<file path="src/rtl/sdram_cmd_pkg.sv">
package sdram_cmd_pkg;

   typedef enum logic [2:0] {
      CMD_NOP,
      CMD_ACT,
      CMD_RD,
      CMD_WR,
      CMD_PRE,
      CMD_REF,
      CMD_MRS
   } cmd_e;

   localparam int unsigned LAT_SUPPORTED = 3;

   // strobe pins, active low, to command
   function automatic cmd_e pins_to_cmd(input logic ras_n, input logic cas_n,
                                        input logic we_n);
      cmd_e c;
      case ({ras_n, cas_n, we_n})
         3'b011:  c = CMD_ACT;
         3'b101:  c = CMD_RD;
         3'b100:  c = CMD_WR;
         3'b010:  c = CMD_PRE;
         3'b001:  c = CMD_REF;
         3'b000:  c = CMD_MRS;
         default: c = CMD_NOP;
      endcase
      return c;
   endfunction

endpackage

</file>
<file path="src/rtl/sdram_cmd_dec.sv">
module sdram_cmd_dec
   import sdram_cmd_pkg::*;
(
   input  logic cke_i,
   input  logic cs_n_i,
   input  logic ras_n_i,
   input  logic cas_n_i,
   input  logic we_n_i,
   output cmd_e cmd_o
);

   always_comb begin
      if (!cke_i || cs_n_i) cmd_o = CMD_NOP;
      else                  cmd_o = pins_to_cmd(ras_n_i, cas_n_i, we_n_i);
   end

endmodule

</file>
<file path="src/rtl/sdram_bank_table.sv">
module sdram_bank_table #(
   parameter int NUM_BANKS = 4,
   parameter int BANK_W    = 2,
   parameter int ROW_W     = 12
) (
   input  logic                 clk,
   input  logic                 rst_n,
   input  logic [BANK_W-1:0]    bank_i,
   input  logic [ROW_W-1:0]     row_i,
   input  logic                 open_i,
   input  logic                 close_i,
   input  logic                 close_all_i,
   output logic [NUM_BANKS-1:0] open_o,
   output logic [ROW_W-1:0]     row_o
);

   logic [ROW_W-1:0] row_q [NUM_BANKS];

   for (genvar g = 0; g < NUM_BANKS; g++) begin : g_bank
      logic hit;
      assign hit = (bank_i == BANK_W'(g));

      always_ff @(posedge clk) begin
         if (!rst_n) begin
            open_o[g] <= 1'b0;
            row_q[g]  <= '0;
         end else if (open_i && hit) begin
            open_o[g] <= 1'b1;
            row_q[g]  <= row_i;
         end else if (close_all_i || (close_i && hit)) begin
            open_o[g] <= 1'b0;
         end
      end
   end

   assign row_o = row_q[bank_i];

endmodule

</file>
<file path="src/rtl/sdram_mode_reg.sv">
module sdram_mode_reg
   import sdram_cmd_pkg::*;
#(
   parameter int COL_W = 8
) (
   input  logic             clk,
   input  logic             rst_n,
   input  logic             load_i,
   input  logic [6:0]       fld_i,
   output logic [COL_W:0]   beats_o,
   output logic [COL_W-1:0] half_o,
   output logic             il_o,
   output logic [2:0]       lat_o
);

   logic [2:0] code_q;
   logic       legal;
   logic       len_ok;

   always_comb begin
      case (fld_i[2:0])
         3'd1, 3'd2, 3'd3: len_ok = 1'b1;
         3'd7:             len_ok = !fld_i[3];
         default:          len_ok = 1'b0;
      endcase
      legal = len_ok && (fld_i[6:4] == 3'(LAT_SUPPORTED));
   end

   always_ff @(posedge clk) begin
      if (!rst_n) begin
         code_q <= 3'd2;
         il_o   <= 1'b0;
         lat_o  <= 3'(LAT_SUPPORTED);
      end else if (load_i && legal) begin
         code_q <= fld_i[2:0];
         il_o   <= fld_i[3];
         lat_o  <= fld_i[6:4];
      end
   end

   always_comb begin
      case (code_q)
         3'd1:    beats_o = (COL_W+1)'(2);
         3'd3:    beats_o = (COL_W+1)'(8);
         3'd7:    beats_o = (COL_W+1)'(1) << COL_W;
         default: beats_o = (COL_W+1)'(4);
      endcase
   end

   assign half_o = beats_o[COL_W:1];

endmodule

</file>
<file path="src/rtl/sdram_wr_burst.sv">
module sdram_wr_burst #(
   parameter int CNT_W = 8
) (
   input  logic             clk,
   input  logic             rst_n,
   input  logic             start_i,
   input  logic [CNT_W-1:0] len_i,
   output logic             busy_o
);

   logic [CNT_W-1:0] cnt_q;

   always_ff @(posedge clk) begin
      if (!rst_n)              cnt_q <= '0;
      else if (start_i)        cnt_q <= len_i;
      else if (cnt_q != '0)    cnt_q <= cnt_q - 1'b1;
   end

   assign busy_o = (cnt_q != '0);

endmodule

</file>
<file path="src/rtl/sdram_cmd_front.sv">
module sdram_cmd_front
   import sdram_cmd_pkg::*;
#(
   parameter int NUM_BANKS = 4,
   parameter int BANK_W    = $clog2(NUM_BANKS),
   parameter int ADDR_W    = 12,
   parameter int ROW_W     = 12,
   parameter int COL_W     = 8,
   parameter int AP_BIT    = 8,
   parameter int ALL_BIT   = 10
) (
   input  logic                 clk,
   input  logic                 rst_n,
   input  logic                 cke_i,
   input  logic                 cs_n_i,
   input  logic                 ras_n_i,
   input  logic                 cas_n_i,
   input  logic                 we_n_i,
   input  logic [BANK_W-1:0]    bank_i,
   input  logic [ADDR_W-1:0]    addr_i,
   output logic                 act_o,
   output logic                 rd_o,
   output logic                 wr_o,
   output logic                 pre_o,
   output logic                 ref_o,
   output logic                 pre_all_o,
   output logic                 auto_pre_o,
   output logic [BANK_W-1:0]    cmd_bank_o,
   output logic [ROW_W-1:0]     cmd_row_o,
   output logic [COL_W-1:0]     cmd_col_o,
   output logic                 err_closed_o,
   output logic                 err_intr_o,
   output logic [NUM_BANKS-1:0] bank_open_o,
   output logic                 wr_busy_o,
   output logic [COL_W:0]       burst_len_o,
   output logic                 burst_il_o,
   output logic [2:0]           rd_lat_o
);

   // elaboration checks
   if (ROW_W != ADDR_W) begin : g_bad_row
      $error("ROW_W must equal ADDR_W");
   end
   if (COL_W > AP_BIT || AP_BIT >= ADDR_W || ALL_BIT >= ADDR_W) begin : g_bad_flag
      $error("flag bits must sit above the column and inside the address");
   end
   if (ADDR_W < 7 || COL_W < 3) begin : g_bad_mode
      $error("address too narrow for mode fields or burst of 8");
   end
   if ((1 << BANK_W) < NUM_BANKS) begin : g_bad_bank
      $error("BANK_W too small for NUM_BANKS");
   end

   cmd_e             cmd;
   logic [ROW_W-1:0] open_row;
   logic [COL_W-1:0] half_len;
   logic             tgt_open;
   logic             rd_go, wr_go, rej_closed, rej_intr;
   logic             ap_req, all_req;

   sdram_cmd_dec u_dec (
      .cke_i   (cke_i),
      .cs_n_i  (cs_n_i),
      .ras_n_i (ras_n_i),
      .cas_n_i (cas_n_i),
      .we_n_i  (we_n_i),
      .cmd_o   (cmd)
   );

   assign tgt_open   = bank_open_o[bank_i];
   assign ap_req     = addr_i[AP_BIT];
   assign all_req    = addr_i[ALL_BIT];
   assign rej_closed = (cmd == CMD_RD || cmd == CMD_WR) && !tgt_open;
   assign rej_intr   = (cmd == CMD_RD) && tgt_open && wr_busy_o;
   assign rd_go      = (cmd == CMD_RD) && tgt_open && !wr_busy_o;
   assign wr_go      = (cmd == CMD_WR) && tgt_open;

   sdram_bank_table #(
      .NUM_BANKS (NUM_BANKS),
      .BANK_W    (BANK_W),
      .ROW_W     (ROW_W)
   ) u_banks (
      .clk         (clk),
      .rst_n       (rst_n),
      .bank_i      (bank_i),
      .row_i       (addr_i[ROW_W-1:0]),
      .open_i      (cmd == CMD_ACT),
      .close_i     (((rd_go || wr_go) && ap_req) || (cmd == CMD_PRE && !all_req)),
      .close_all_i (cmd == CMD_PRE && all_req),
      .open_o      (bank_open_o),
      .row_o       (open_row)
   );

   sdram_mode_reg #(
      .COL_W (COL_W)
   ) u_mode (
      .clk     (clk),
      .rst_n   (rst_n),
      .load_i  (cmd == CMD_MRS),
      .fld_i   (addr_i[6:0]),
      .beats_o (burst_len_o),
      .half_o  (half_len),
      .il_o    (burst_il_o),
      .lat_o   (rd_lat_o)
   );

   sdram_wr_burst #(
      .CNT_W (COL_W)
   ) u_burst (
      .clk     (clk),
      .rst_n   (rst_n),
      .start_i (wr_go),
      .len_i   (half_len),
      .busy_o  (wr_busy_o)
   );

   always_ff @(posedge clk) begin
      if (!rst_n) begin
         act_o        <= 1'b0;
         rd_o         <= 1'b0;
         wr_o         <= 1'b0;
         pre_o        <= 1'b0;
         ref_o        <= 1'b0;
         pre_all_o    <= 1'b0;
         auto_pre_o   <= 1'b0;
         err_closed_o <= 1'b0;
         err_intr_o   <= 1'b0;
         cmd_bank_o   <= '0;
         cmd_row_o    <= '0;
         cmd_col_o    <= '0;
      end else begin
         act_o        <= (cmd == CMD_ACT);
         rd_o         <= rd_go;
         wr_o         <= wr_go;
         pre_o        <= (cmd == CMD_PRE);
         ref_o        <= (cmd == CMD_REF);
         pre_all_o    <= (cmd == CMD_PRE) && all_req;
         auto_pre_o   <= (rd_go || wr_go) && ap_req;
         err_closed_o <= rej_closed;
         err_intr_o   <= rej_intr;
         if (cmd != CMD_NOP) begin
            cmd_bank_o <= bank_i;
            cmd_row_o  <= (cmd == CMD_ACT) ? addr_i[ROW_W-1:0] : open_row;
            cmd_col_o  <= addr_i[COL_W-1:0];
         end
      end
   end

endmodule

</file>
<file path="config.mk">
export PLATFORM = sky130hd
export DESIGN_NAME = sdram_cmd_front
export DESIGN_NICKNAME = d
export VERILOG_FILES = /design/src/rtl/sdram_cmd_pkg.sv /design/src/rtl/sdram_cmd_dec.sv /design/src/rtl/sdram_bank_table.sv /design/src/rtl/sdram_mode_reg.sv /design/src/rtl/sdram_wr_burst.sv /design/src/rtl/sdram_cmd_front.sv
export SDC_FILE = /design/constraint.sdc
export NUM_CORES = 1
export LEC_CHECK = 0
export BUFFER_PORTS_ARGS = -buffer_cell sky130_fd_sc_hd__buf_4
export CAP_MARGIN = 20
export CORE_ASPECT_RATIO = 0.5
export CORE_MARGIN = 5
export CORE_UTILIZATION = 55
export CTS_BUF_LIST = sky130_fd_sc_hd__clkbuf_16
export CTS_CLUSTER_DIAMETER = 60
export DETAILED_ROUTE_END_ITERATION = 6
export HOLD_SLACK_MARGIN = 0.15
export PLACE_DENSITY = 0.77
export SYNTH_ARGS = -nofsm -noshare
export SYNTH_HDL_FRONTEND = slang
export SYNTH_SLANG_ARGS = --single-unit
</file>
<file path="constraint.sdc">
create_clock -name clk -period 3 [get_ports clk]
set_input_delay 0.15 -clock clk [delete_from_list [all_inputs] [get_ports clk]]
set_output_delay 0.15 -clock clk [all_outputs]
set_load 0.02 [all_outputs]
</file>
=== Word-level counts from Yosys, hierarchy flattened ===
Memory sizes are Yosys's and may differ from the RTL's.
Cells that the tools add are included.

* Memories kept: 1
* Output and inout port bits: 49
* Bits in latches: 0
* Bits in read-only memories: 0
* Memory bits (writable): 48
* Flip-flop bits (word level): 50

* Reductions and logical operators: 41
* $mul: 0
* Bitwise gates (word level): 4
* Mux-type cells: 34
* Order comparisons: 1
* Eq/ne operators: 22
* Shift operators: 0
* Divide/modulo/power cells: 0
* $add $sub $neg: 1

{| class="wikitable"
|+ Memory list
! name !! depth !! bits a word !! read ports !! clocked after Yosys merged registers in !! write ports !! RTL line !! source
|-
| u_banks.row_q || 4 || 12 || 1 || 0 || 4 || sdram_bank_table.sv:17 || <nowiki>logic [ROW_W-1:0] row_q [NUM_BANKS];</nowiki>
|}

{| class="wikitable"
|+ Operators with widths
! cell !! number
|-
| two-way mux 12 bit || 5
|-
| case mux 9 bit (3 select lines) || 1
|-
| == test 3 x 2 -> 1 bit (second input constant) || 8
|-
| two-way mux 1 bit || 22
|-
| == test 3 bit (second input constant) || 7
|-
| logical AND 1 bit || 18
|-
| case mux 3 bit (6 select lines) || 1
|-
| two-way mux 8 bit || 2
|-
| == test 3 x 1 -> 1 bit (second input constant) || 4
|-
| nonzero test 2 bit || 5
|-
| logical OR 1 bit || 8
|-
| nonzero test 8 bit || 1
|-
| subtractor 8 x 1 -> 8 bit (second input constant) || 1
|-
| zero test 1 bit || 5
|-
| == test 2 bit (second input constant) || 2
|-
| bitwise OR 1 bit || 4
|-
| zero test 3 bit || 1
|-
| < comparator 2 x 3 -> 1 bit (second input constant) || 1
|-
| two-way mux 3 bit || 1
|-
| nonzero test 3 bit || 1
|-
| OR reduction 3 bit || 1
|-
| binary-select mux 1 bit (select 2 bit) || 1
|-
| == test 2 x 1 -> 1 bit (second input constant) || 1
|-
| zero test 2 bit || 1
|-
| case mux 1 bit (2 select lines) || 1
|}

=== Logic depth before layout (Yosys ltp) ===
* Word-level depth: 13
* Mapped depth: 7

=== Hierarchy ===
Synthesis repeated with hierarchy kept, for this count alone.

* Cell total of the unflattened synthesis: 394
* Area total of the unflattened synthesis: 4515.6 um^2

{| class="wikitable"
|+ By module, submodules not included
! module !! instances !! cells an instance !! area an instance (um^2) !! seq. area each (um^2)
|-
| sdram_bank_table || 1 || 141 || 2298.5 || 1521.5
|-
| sdram_cmd_front || 1 || 147 || 1276.2 || 620.6
|-
| sdram_wr_burst || 1 || 54 || 480.5 || 160.2
|-
| sdram_mode_reg || 1 || 46 || 419.2 || 140.1
|-
| sdram_cmd_dec || 1 || 6 || 41.3 || 0.0
|}

=== Worst setup path before layout ===
No wires, ideal clock.

* Kind: input port to flip-flop
* Start: in cs_n_i
* End: mem u_banks.row_q[0][0], enable pin
* Stages: 4
* Arrival time: 1.882 ns
* Buffers on the path: 1
* Required time: 2.600 ns
* Slack: 0.718 ns
* Setup time: 0.400 ns
* Cells stage by stage: and4bb_1 > nand2_2 > buf_2 > o31ai_1

{| class="wikitable"
|+ RTL lines
! what !! RTL line !! source
|-
| start: declaration || sdram_cmd_front.sv:15 || <nowiki>input logic cs_n_i,</nowiki>
|-
| end: declaration || sdram_bank_table.sv:17 ||
|}

=== Worst setup path in the final report ===
* Start: in cs_n_i
* End: reg u_mode.code_q[1]

* Word-level cells in the longest chain between the ends: 4

{| class="wikitable"
|+ RTL lines
! what !! RTL line !! source
|-
| logical OR 1 bit || sdram_cmd_dec.sv:13 || <nowiki>if (!cke_i || cs_n_i) cmd_o = CMD_NOP;</nowiki>
|-
| two-way mux 3 bit || sdram_cmd_dec.sv:13 ||
|-
| == test 3 bit || sdram_cmd_front.sv:99 || <nowiki>.load_i (cmd == CMD_MRS),</nowiki>
|-
| logical AND 1 bit || sdram_mode_reg.sv:34 || <nowiki>end else if (load_i && legal) begin</nowiki>
|-
| end signal: assignment || sdram_mode_reg.sv:35 || <nowiki>code_q <= fld_i[2:0];</nowiki>
|-
| end: declaration || sdram_mode_reg.sv:16 || <nowiki>logic [2:0] code_q;</nowiki>
|}

No other way between the ends.
A chain may end at the register's enable or synchronous reset.

==> results.md <==
- Routed len/inst: 17.81 um
- Most frequent cells in the layout: buf_4 (74), dfxtp_1 (50), edfxtp_1 (48), and2_1 (46), nand2_1 (35)
- Switching power: 0.8803 mW
- Hold_buf cts: 15
- Tmin final: 2470 ps
- Die H: 72.06 um
- Worst path slowest cell: dlygate4sd3_1
- CTS sink count: 98
- DIE AREA: 9665 um^2
- Final WL: 9796 um
- Initial antenna violation count: 0
- CP startpoint kind: input port
- Area growth, synth to finish: 24.25%
- Comb pwr share: 17.0%
- GRT Resource Usage Total: 21.39%
- Internal: 2.384 mW
- Final hold vios: 0
- LEAKAGE: 2.182 nW
- CTS clk-pin slew, worst paths: 70 ps
- CP Cell Sequence: dlygate4sd3_1 -> buf_4 -> nor4b_1 -> nand4_1 -> a21oi_2 -> mux2i_1 -> nand2_1 -> dlygate4sd3_1
- # DRC: 0
- RSZ-0062 raised after global routing: no
- Final setup fails: 0
- Drt first pass iters: 5
- Via density per instance: 5.567
- Sw frac: 26.97%
- PostCTS Resize Cnt: 0
- Fin crit share: 82.34%
- I/O Buffers: 64
- Syn Inst Count: 370
- Power density over cell area: 620.2 nW/um^2
- Global-route wire length before repair: 15660 um
- Max Clk Rate: 404.8 MHz
- H-tree lvl count: 3
- Post-DP HPWL: 6753 um
- Via count: 3062
- Clk pwr share: 35.8%
- Clock Tree Root: clkbuf_16
- Yosys warnings: 0
- Antenna cell count: 0
- Crit end category: flop
- Post-layout util: 71.09%
- Non-filler cells, final: 550
- Global route overflow: 0
- Share of layout cells above drive strength 1: 24.45%
- CP max FO: 7
- Register area share after synthesis: 57.65%
- CP Data Arrival Time: 2700 ps
- Least-Margin Pin Slew: 846.5 ps
- Synth unique cells: 41
- Most numerous cell on the critical path: dlygate4sd3_1
- DP Area: 4812 um^2
- Die width: 134.1 um
- Gpl congestion: 0.8264
- Kind of critical path: input port to flop
- Max Clock Skew: 5.810 ps
- Max Cap Viol: 0
- Clk Latency, worst-skew pair: 350 ps
- DRT antenna net count: 0
- Final instance area: 5264 um^2
- Status: complete, no violations
- Slew headroom: 43.36%
- Post-Syn Area: 4237 um^2
- Core Area: 7405 um^2
- Largest net degree at the start of global routing: 35
- Count of pins over their slew limit: 0
- TritonCTS buffer count: 9
- Rows: 22
- Dpl cells: 519
- Initial drt markers: 251
- Req. time, crit path: 3230 ps
- Worst hold path type: input port to flop
- Syn avg cell area: 11.45 um^2
- Final TNS setup: 0 ps
- Post-CTS setup buffer count: 0
- IO Count: 70
- Yosys reg bits: 98
- Clock Path Buffers: 2
- Starting density of the core: 57.22%
- Final nets: 471
- Flop pwr share: 47.2%
- Commonest non-fill, non-tap cell in the layout: buf_4
- CTS tree: yes
- CP max stage delay: 560 ps
- Vias in the first global route: 3008
- Worst VDD drop: 325.2 uV
==> worst max-delay path: cells and delay by family <==
kind	cells	cell delay (ps)
and+or+nand+nor	3	700
muxes	1	230
AOI/OAI and AO/OA	1	380
buffers and inverters	3	1240
==> Yosys cell counts (all sizes together) <==
library cell	n	area, um^2
o2111ai	1	8.760
nand3	7	57.56
a211oi	2	15.01
a32oi	1	16.27
and4bb	2	25.02
a21o	6	45.04
nor2	19	71.32
nor4	3	33.78
buf	10	61.31
nand2b	4	25.02
edfxtp	48	1441
or3	2	12.51
nand4	1	6.260
o31ai	1	7.510
a21oi	30	153.9
clkbuf	15	57.55
ha	1	12.51
nor3b	3	22.52
and2	46	287.8
nor4b	1	8.760
mux2i	17	170.2
conb	1	3.750
mux4	13	292.8
inv	9	33.78
nor2b	6	37.54
and3	3	18.77
xor2	2	17.52
nor3	6	30.03
dfxtp	50	1001
xnor2	1	8.760
nand2	36	137.6
o21ai	23	115.1
==> state kept, by name, summed over array words and instances, names as in the netlist <==
name and count:
cmd_bank_o 2, act_o 1, u_mode.code_q 3, u_mode.il_o 1, err_intr_o 1, pre_all_o 1
pre_o 1, u_banks.open_o 4, err_closed_o 1, u_mode.lat_o 3, rd_o 1, u_banks.row_q 48
ref_o 1, wr_o 1, auto_pre_o 1, u_burst.cnt_q 8, cmd_row_o 12, cmd_col_o 8
==> final timing paths <==
kind	start	end	slack (ps)	cells past startpoint
min	addr_i[8]	u_banks.row_q[1][8]	170	2
min reg2reg	u_mode.lat_o[0]	u_mode.lat_o[0]	440	1
max	cs_n_i	u_mode.code_q[1]	530	8
max reg2reg	u_burst.cnt_q[0]	auto_pre_o	1000	6
==> power groups by stage <==
stage / combinational [mW] / sequential, mW / clock (mW)
floorplan: 0.366 / 1.58 / 0
global route: 0.614 / 1.55 / 1.25
CTS: 0.558 / 1.54 / 1.18
finish: 0.556 / 1.54 / 1.17
detailed placement: 0.543 / 1.57 / 0
global placement: 0.519 / 1.56 / 0
==> metal layers <==
layer | track usage (%) | share of wire [%] | up-vias
met5 | 0 | 0 | -
li1 | - | - | 1457
met4 | 4.740 | 0.95 | 0
met1 | 28.22 | 43 | 1472
met2 | 34.77 | 48 | 123
met3 | 7.479 | 7.7 | 10
==> through the flow <==
step,setup WS (ps),hold slack (ps),power (mW)
5_1_grt,433.4,158.2,3.413
2_1_floorplan,718.0,270.5,1.946
6_report,529.7,169.8,3.265
4_1_cts,564.3,151.0,3.283
3_5_place_dp,1057,422.4,2.114
3_3_place_gp,1135,415.6,2.083
==> final cells by class <==
type,count,area (um^2)
sequential,98,2442
fill,522,2141
multi-input combinational,242,1660
timing repair buffer,89,705.7
clock buffer,9,225.2
tap,96,120.1
clock inverter,7,76.32
inverter,9,33.78
==> logic make-up (layout without fill, tap and decap cells) <==
family	Yosys count	in the layout	synth area share, %
and+or+nand+nor	139	139	18.28
DFF	98	98	57.65
AOI/OAI and AO/OA	64	64	8.535
buffers and inverters	34	114	3.603
muxes	30	30	10.93
xor gates and xnor gates	3	3	0.6203
adders and majority gates	1	1	0.2953
other	1	5	0.08852
Power figures use the tool's default switching activity.
